**src/rtl/sadd_pkg.sv**
```systemverilog
package sadd_pkg;

    typedef enum logic [1:0] {
        SR_HOLD  = 2'd0,
        SR_SHIFT = 2'd1,
        SR_LOAD  = 2'd2
    } sr_op_e;

endpackage

```
**src/rtl/sadd_shreg.sv**
```systemverilog
module sadd_shreg
    import sadd_pkg::*;
#(
    parameter int W = 16
) (
    input  logic         clk,
    input  logic         rst_n,
    input  sr_op_e       op,
    input  logic [W-1:0] par_in,
    input  logic         ser_in,
    output logic [W-1:0] q,
    output logic         lsb
);

    typedef struct packed {
        logic [W-1:0] word;
    } sr_state_t;

    sr_state_t st_d, st_q;

    always_comb begin
        st_d = st_q;
        unique case (op)
            SR_SHIFT: st_d.word = {ser_in, st_q.word[W-1:1]};
            SR_LOAD:  st_d.word = par_in;
            default:  st_d.word = st_q.word;
        endcase
    end

    always_ff @(posedge clk or negedge rst_n) begin
        if (!rst_n) st_q <= '0;
        else        st_q <= st_d;
    end

    assign q   = st_q.word;
    assign lsb = st_q.word[0];

    AST_HOLD_KEEPS_WORD: assert property (@(posedge clk) disable iff (!rst_n)
        (op == SR_HOLD) |=> $stable(q));

endmodule

```
**src/rtl/sadd_fa.sv**
```systemverilog
module sadd_fa (
    input  logic clk,
    input  logic rst_n,
    input  logic clear,
    input  logic step,
    input  logic a_bit,
    input  logic b_bit,
    output logic sum_bit,
    output logic carry
);

    typedef struct packed {
        logic cy;
    } fa_state_t;

    fa_state_t st_d, st_q;
    logic      maj;

    always_comb begin
        sum_bit = a_bit ^ b_bit ^ st_q.cy;
        maj     = (a_bit & b_bit) | (a_bit & st_q.cy) | (b_bit & st_q.cy);
        st_d    = st_q;
        if (clear)     st_d.cy = 1'b0;
        else if (step) st_d.cy = maj;
    end

    always_ff @(posedge clk or negedge rst_n) begin
        if (!rst_n) st_q <= '0;
        else        st_q <= st_d;
    end

    assign carry = st_q.cy;

    AST_CARRY_CLEARED: assert property (@(posedge clk) disable iff (!rst_n)
        clear |=> !carry);
    AST_CARRY_HELD: assert property (@(posedge clk) disable iff (!rst_n)
        (!clear && !step) |=> $stable(carry));

endmodule

```
**src/rtl/sadd_ctrl.sv**
```systemverilog
module sadd_ctrl #(
    parameter int N = 16
) (
    input  logic clk,
    input  logic rst_n,
    input  logic start,
    output logic busy,
    output logic done,
    output logic load,
    output logic step
);

    localparam int CW = $clog2(N + 1);

    typedef struct packed {
        logic          busy;
        logic          done;
        logic [CW-1:0] left;
    } ctl_state_t;

    ctl_state_t st_d, st_q;

    always_comb begin
        load      = start && !st_q.busy;
        step      = st_q.busy;
        st_d      = st_q;
        st_d.done = 1'b0;
        if (load) begin
            st_d.busy = 1'b1;
            st_d.left = CW'(N);
        end else if (st_q.busy) begin
            st_d.left = st_q.left - CW'(1);
            if (st_q.left == CW'(1)) begin
                st_d.busy = 1'b0;
                st_d.done = 1'b1;
            end
        end
    end

    always_ff @(posedge clk or negedge rst_n) begin
        if (!rst_n) st_q <= '0;
        else        st_q <= st_d;
    end

    assign busy = st_q.busy;
    assign done = st_q.done;

    AST_DONE_SINGLE: assert property (@(posedge clk) disable iff (!rst_n)
        done |=> !done);
    AST_RUN_STARTS_FULL: assert property (@(posedge clk) disable iff (!rst_n)
        $rose(busy) |-> (st_q.left == CW'(N)));
    AST_START_WHILE_BUSY: assert property (@(posedge clk) disable iff (!rst_n)
        (busy && start) |=> (busy || done));

endmodule

```
**src/rtl/sadd_top.sv**
```systemverilog
module sadd_top
    import sadd_pkg::*;
#(
    parameter int N = 16
) (
    input  logic         clk,
    input  logic         rst_n,
    input  logic         start,
    input  logic [N-1:0] op_a,
    input  logic [N-1:0] op_b,
    output logic         busy,
    output logic         done,
    output logic [N-1:0] sum,
    output logic         carry_out
);

    logic   load, step;
    logic   a_lsb, b_lsb, s_bit, cy;
    sr_op_e sr_op;
    logic [N-1:0] b_word;

    sadd_ctrl #(.N(N)) u_ctrl (
        .clk   (clk),
        .rst_n (rst_n),
        .start (start),
        .busy  (busy),
        .done  (done),
        .load  (load),
        .step  (step)
    );

    always_comb begin
        if (load)      sr_op = SR_LOAD;
        else if (step) sr_op = SR_SHIFT;
        else           sr_op = SR_HOLD;
    end

    sadd_shreg #(.W(N)) u_areg (
        .clk    (clk),
        .rst_n  (rst_n),
        .op     (sr_op),
        .par_in (op_a),
        .ser_in (s_bit),
        .q      (sum),
        .lsb    (a_lsb)
    );

    sadd_shreg #(.W(N)) u_breg (
        .clk    (clk),
        .rst_n  (rst_n),
        .op     (sr_op),
        .par_in (op_b),
        .ser_in (1'b0),
        .q      (b_word),
        .lsb    (b_lsb)
    );

    sadd_fa u_fa (
        .clk     (clk),
        .rst_n   (rst_n),
        .clear   (load),
        .step    (step),
        .a_bit   (a_lsb),
        .b_bit   (b_lsb),
        .sum_bit (s_bit),
        .carry   (cy)
    );

    assign carry_out = cy;

    AST_BUSY_DONE_EXCL: assert property (@(posedge clk) disable iff (!rst_n)
        !(busy && done));
    AST_B_EMPTY_AT_DONE: assert property (@(posedge clk) disable iff (!rst_n)
        done |-> (b_word == '0));

endmodule

```
**config.mk**
```make
export PLATFORM = sky130hd
export DESIGN_NAME = sadd_top
export DESIGN_NICKNAME = d
export VERILOG_FILES = /design/src/rtl/sadd_pkg.sv /design/src/rtl/sadd_shreg.sv /design/src/rtl/sadd_fa.sv /design/src/rtl/sadd_ctrl.sv /design/src/rtl/sadd_top.sv
export SDC_FILE = /design/constraint.sdc
export NUM_CORES = 1
export LEC_CHECK = 0
export CAP_MARGIN = 20
export CORE_MARGIN = 4
export CORE_UTILIZATION = 51
export CTS_CLUSTER_SIZE = 14
export DETAILED_ROUTE_END_ITERATION = 6
export GPL_TIMING_DRIVEN = 0
export PLACE_DENSITY = 0.85
export SYNTH_ARGS = -nofsm -noshare
export SYNTH_HDL_FRONTEND = slang
export SYNTH_SLANG_ARGS = --single-unit
export TNS_END_PERCENT = 50
```
**constraint.sdc**
```tcl
create_clock -name clk -period 2.6 [get_ports clk]
set_input_delay 0.52 -clock clk [delete_from_list [all_inputs] [get_ports clk]]
set_output_delay 0.52 -clock clk [all_outputs]
set_load 0.03 [all_outputs]
```
==> impl_metrics.env <==
export IMPL_synthTopCellsByArea="dfrtp_1 53%, mux2i_1 16%, o21ai_1 7.4%, nand2_1 7.1%, buf_12 2.1%"
export IMPL_cp_arrival_ns=1.45
export IMPL_grt_pass1_vias=1409
export IMPL_fin_cells=282
export IMPL_cts_resized=0
export IMPL_grt_ovfl_total=0
export IMPL_required_ns=2.08
export IMPL_final_common_cell="clkdlybuf4s50_1"
export IMPL_multiInputGateArea_um2=763
export IMPL_die_x_um=69.0
export IMPL_critical_path_max_stage_delay_ns=0.71
export IMPL_slew_viol_final=0
export IMPL_synth_top_family_by_area="multiplexers"
export IMPL_synthCells=177
export IMPL_clock_fmax_ghz=0.509
export IMPL_post_cts_buffers=0
export IMPL_fin_worst_skew_ns=0.00292
export IMPL_crit_path_max_fanout=6
export IMPL_synth_nets=215
export IMPL_rsz0062_at_grt="no"
export IMPL_initial_core_util_pct=54.7
export IMPL_grt_first_pass_wirelength_mm=6.24
export IMPL_setup_viol=0
export IMPL_synth_area_um2=1900
export IMPL_wirelength_mm=3.74
export IMPL_std_cell_rows=21
export IMPL_synth_compound_area_share_pct=10.2
export IMPL_fin_crit_ns=1.97
export IMPL_hold_buffers=0
export IMPL_wl_per_cell_um=13.3
export IMPL_cts_sinks=40
export IMPL_core_area_um2=3470
export IMPL_tightest_slew_ns=0.858
export IMPL_drtAntennaViolNets=0
export IMPL_path_class="reg -> out"
export IMPL_synthDistinctLibCells=24
export IMPL_power_density_nw_per_um2=1070
export IMPL_cellLeakagePower_nw=1.17
export IMPL_r2r_setup_slack_ns=1.37
export IMPL_maxCapViolCount=0
export IMPL_final_core_util_pct=74.0
export IMPL_area_growth_syn_to_layout_pct=35.3
export IMPL_fin_nets=274
export IMPL_final_cell_mix="51 x clkdlybuf4s50_1, 40 x dfrtp_1, 36 x nand2_1"
export IMPL_reg2regPathDepth=5
export IMPL_synth_main_ff_cell="dfrtp_1"
export IMPL_path_cells="clkdlybuf4s50_1"
export IMPL_numPlacedInstances=275
export IMPL_ir_drop_mv=0.528
export IMPL_hold_class="in -> async"
export IMPL_cp_depth=1
export IMPL_drt_iter0_drc=35
export IMPL_cts_root_buf="clkbuf_8"
export IMPL_end_kind="output port"
export IMPL_cp_start_kind="flip-flop"
export IMPL_setup_tns_ns=0
export IMPL_fillers=264
export IMPL_route_detailed_drc=0
export IMPL_drive_above_1_share_pct=8.90
export IMPL_synth_top_cell_area_share_pct=52.8
export IMPL_yosys_warnings=0
export IMPL_first_pass_iters=4
export IMPL_critPathTopFamily="buffers and inverters"
export IMPL_antenna_cells=0
export IMPL_placed_cell_area_um2=2470
export IMPL_synthSimpleGateAreaFrac_pct=9.97
export IMPL_register_area_um2=1000
export IMPL_clock_latency_ns=0.29
export IMPL_numPortBuffers=52
export IMPL_synth_top_area_cell="dfrtp_1"
export IMPL_path_buf_inv=1
export IMPL_num_vias=1422
export IMPL_syn_area_per_cell_um2=10.7
export IMPL_synth_edf_count=0
export IMPL_synthMuxAreaShare_pct=16.4
export IMPL_synth_fa_ha_area_share_pct=2.38
export IMPL_globalplace_congestion=0.750
export IMPL_hold_violations=0
export IMPL_die_area_um2=4760
export IMPL_async_flop_share_pct=100
export IMPL_status="complete, no violations"
export IMPL_grt_max_degree=41
export IMPL_cp_slowest_cell="clkdlybuf4s50_1"
export IMPL_synthXorXnorAreaFrac_pct=1.39
export IMPL_antenna_found_initial=0
export IMPL_finalCritPeriodShare_pct=75.6
export IMPL_cts_tree="yes"
export IMPL_hold_ws_ns=0.338
export IMPL_io_pins=54
export IMPL_synth_yosys_seq_area_share_pct=52.8
export IMPL_post_drt_via_cell_ratio=5.04
export IMPL_numCtsBuffers=5
export IMPL_final_area_um2=2560
export IMPL_htreeDepth=2
export IMPL_grt_use_total_pct=18.0
export IMPL_path_clk_slew_ns=0.07
export IMPL_die_y_um=69.0
export IMPL_synth_seq_cells=40
export IMPL_clk_path_buf_depth=2
export IMPL_dpl_hpwl_mm=2.71
export IMPL_max_slew_margin_pct=42.8
## final cells by class
class	count	area share, %
clock buffer	7	3.76
buffer	12	4.24
tap	46	2.24
multi-input combinational	119	29.8
inverter	6	0.878
timing repair buffer	52	20.1
sequential	40	39.0
## cell families (layout without fill, tap and decap cells)
| family | count (synthesis) | after routing |
|---|---|---|
| compound gates | 38 | 38 |
| mux | 31 | 31 |
| buf+inv | 18 | 77 |
| simple gates | 44 | 44 |
| xor+xnor | 3 | 3 |
| fa+ha+maj | 3 | 3 |
| flops | 40 | 40 |
## report_power, final
group          total, mW  leakage, nW  internal [mW]  switching, mW
Clock              0.435       0.0503          0.236          0.199
Combinational       1.23        0.617          0.552          0.680
Sequential          1.08        0.506          0.887          0.189
Total               2.74         1.17           1.68           1.07
## through the flow
stage | power, mW | worst slack (ns)
global placement | 2.30 | 0.0355
finish | 2.74 | 0.633
detailed placement | 2.34 | 0.947
floorplan | 1.85 | 1.28
global route | 2.97 | 0.580
CTS | 2.78 | 0.629
## routing by layer
layer | up-vias | GRT usage (%) | share of wire [%]
met5 | - | 0 | 0
met4 | 0 | 6.57 | 1.5
met3 | 7 | 5.83 | 8.0
met2 | 45 | 28.0 | 44
met1 | 656 | 23.6 | 46
li1 | 714 | - | -
## flip-flops by register name, summed over array words and instances, names as in the netlist
register     flops
u_areg.q        16
u_breg.q        16
u_ctrl.st_q      5
u_ctrl.busy      1
u_ctrl.done      1
u_fa.carry       1
## Yosys cell counts, types with 2 or more instances
| master | count |
|---|---|
| buf_4 | 2 |
| ha_1 | 2 |
| o21ai_1 | 28 |
| clkbuf_1 | 2 |
| buf_2 | 4 |
| nor2_1 | 2 |
| a21oi_1 | 2 |
| mux2i_1 | 31 |
| xnor2_1 | 3 |
| nand2_1 | 36 |
| o21ai_0 | 7 |
| dfrtp_1 | 40 |
| buf_12 | 2 |
| inv_1 | 6 |
## path summary, 6_finish.rpt
kind / startpoint / end
worst min-delay path: rst_n / u_areg.q[9]$_DFFE_PN0P_
worst max register to register: u_ctrl.st_q[0]$_DFFE_PN0P_ / u_ctrl.st_q[4]$_DFFE_PN0P_
max in group asynchronous: rst_n / u_breg.q[8]$_DFFE_PN0P_
min in group clk: u_breg.q[5]$_DFFE_PN0P_ / u_breg.q[4]$_DFFE_PN0P_
worst min register to register: u_breg.q[5]$_DFFE_PN0P_ / u_breg.q[4]$_DFFE_PN0P_
worst max-delay path: u_ctrl.busy$_DFF_PN0_ / busy
(Power assumes the default switching activity.)
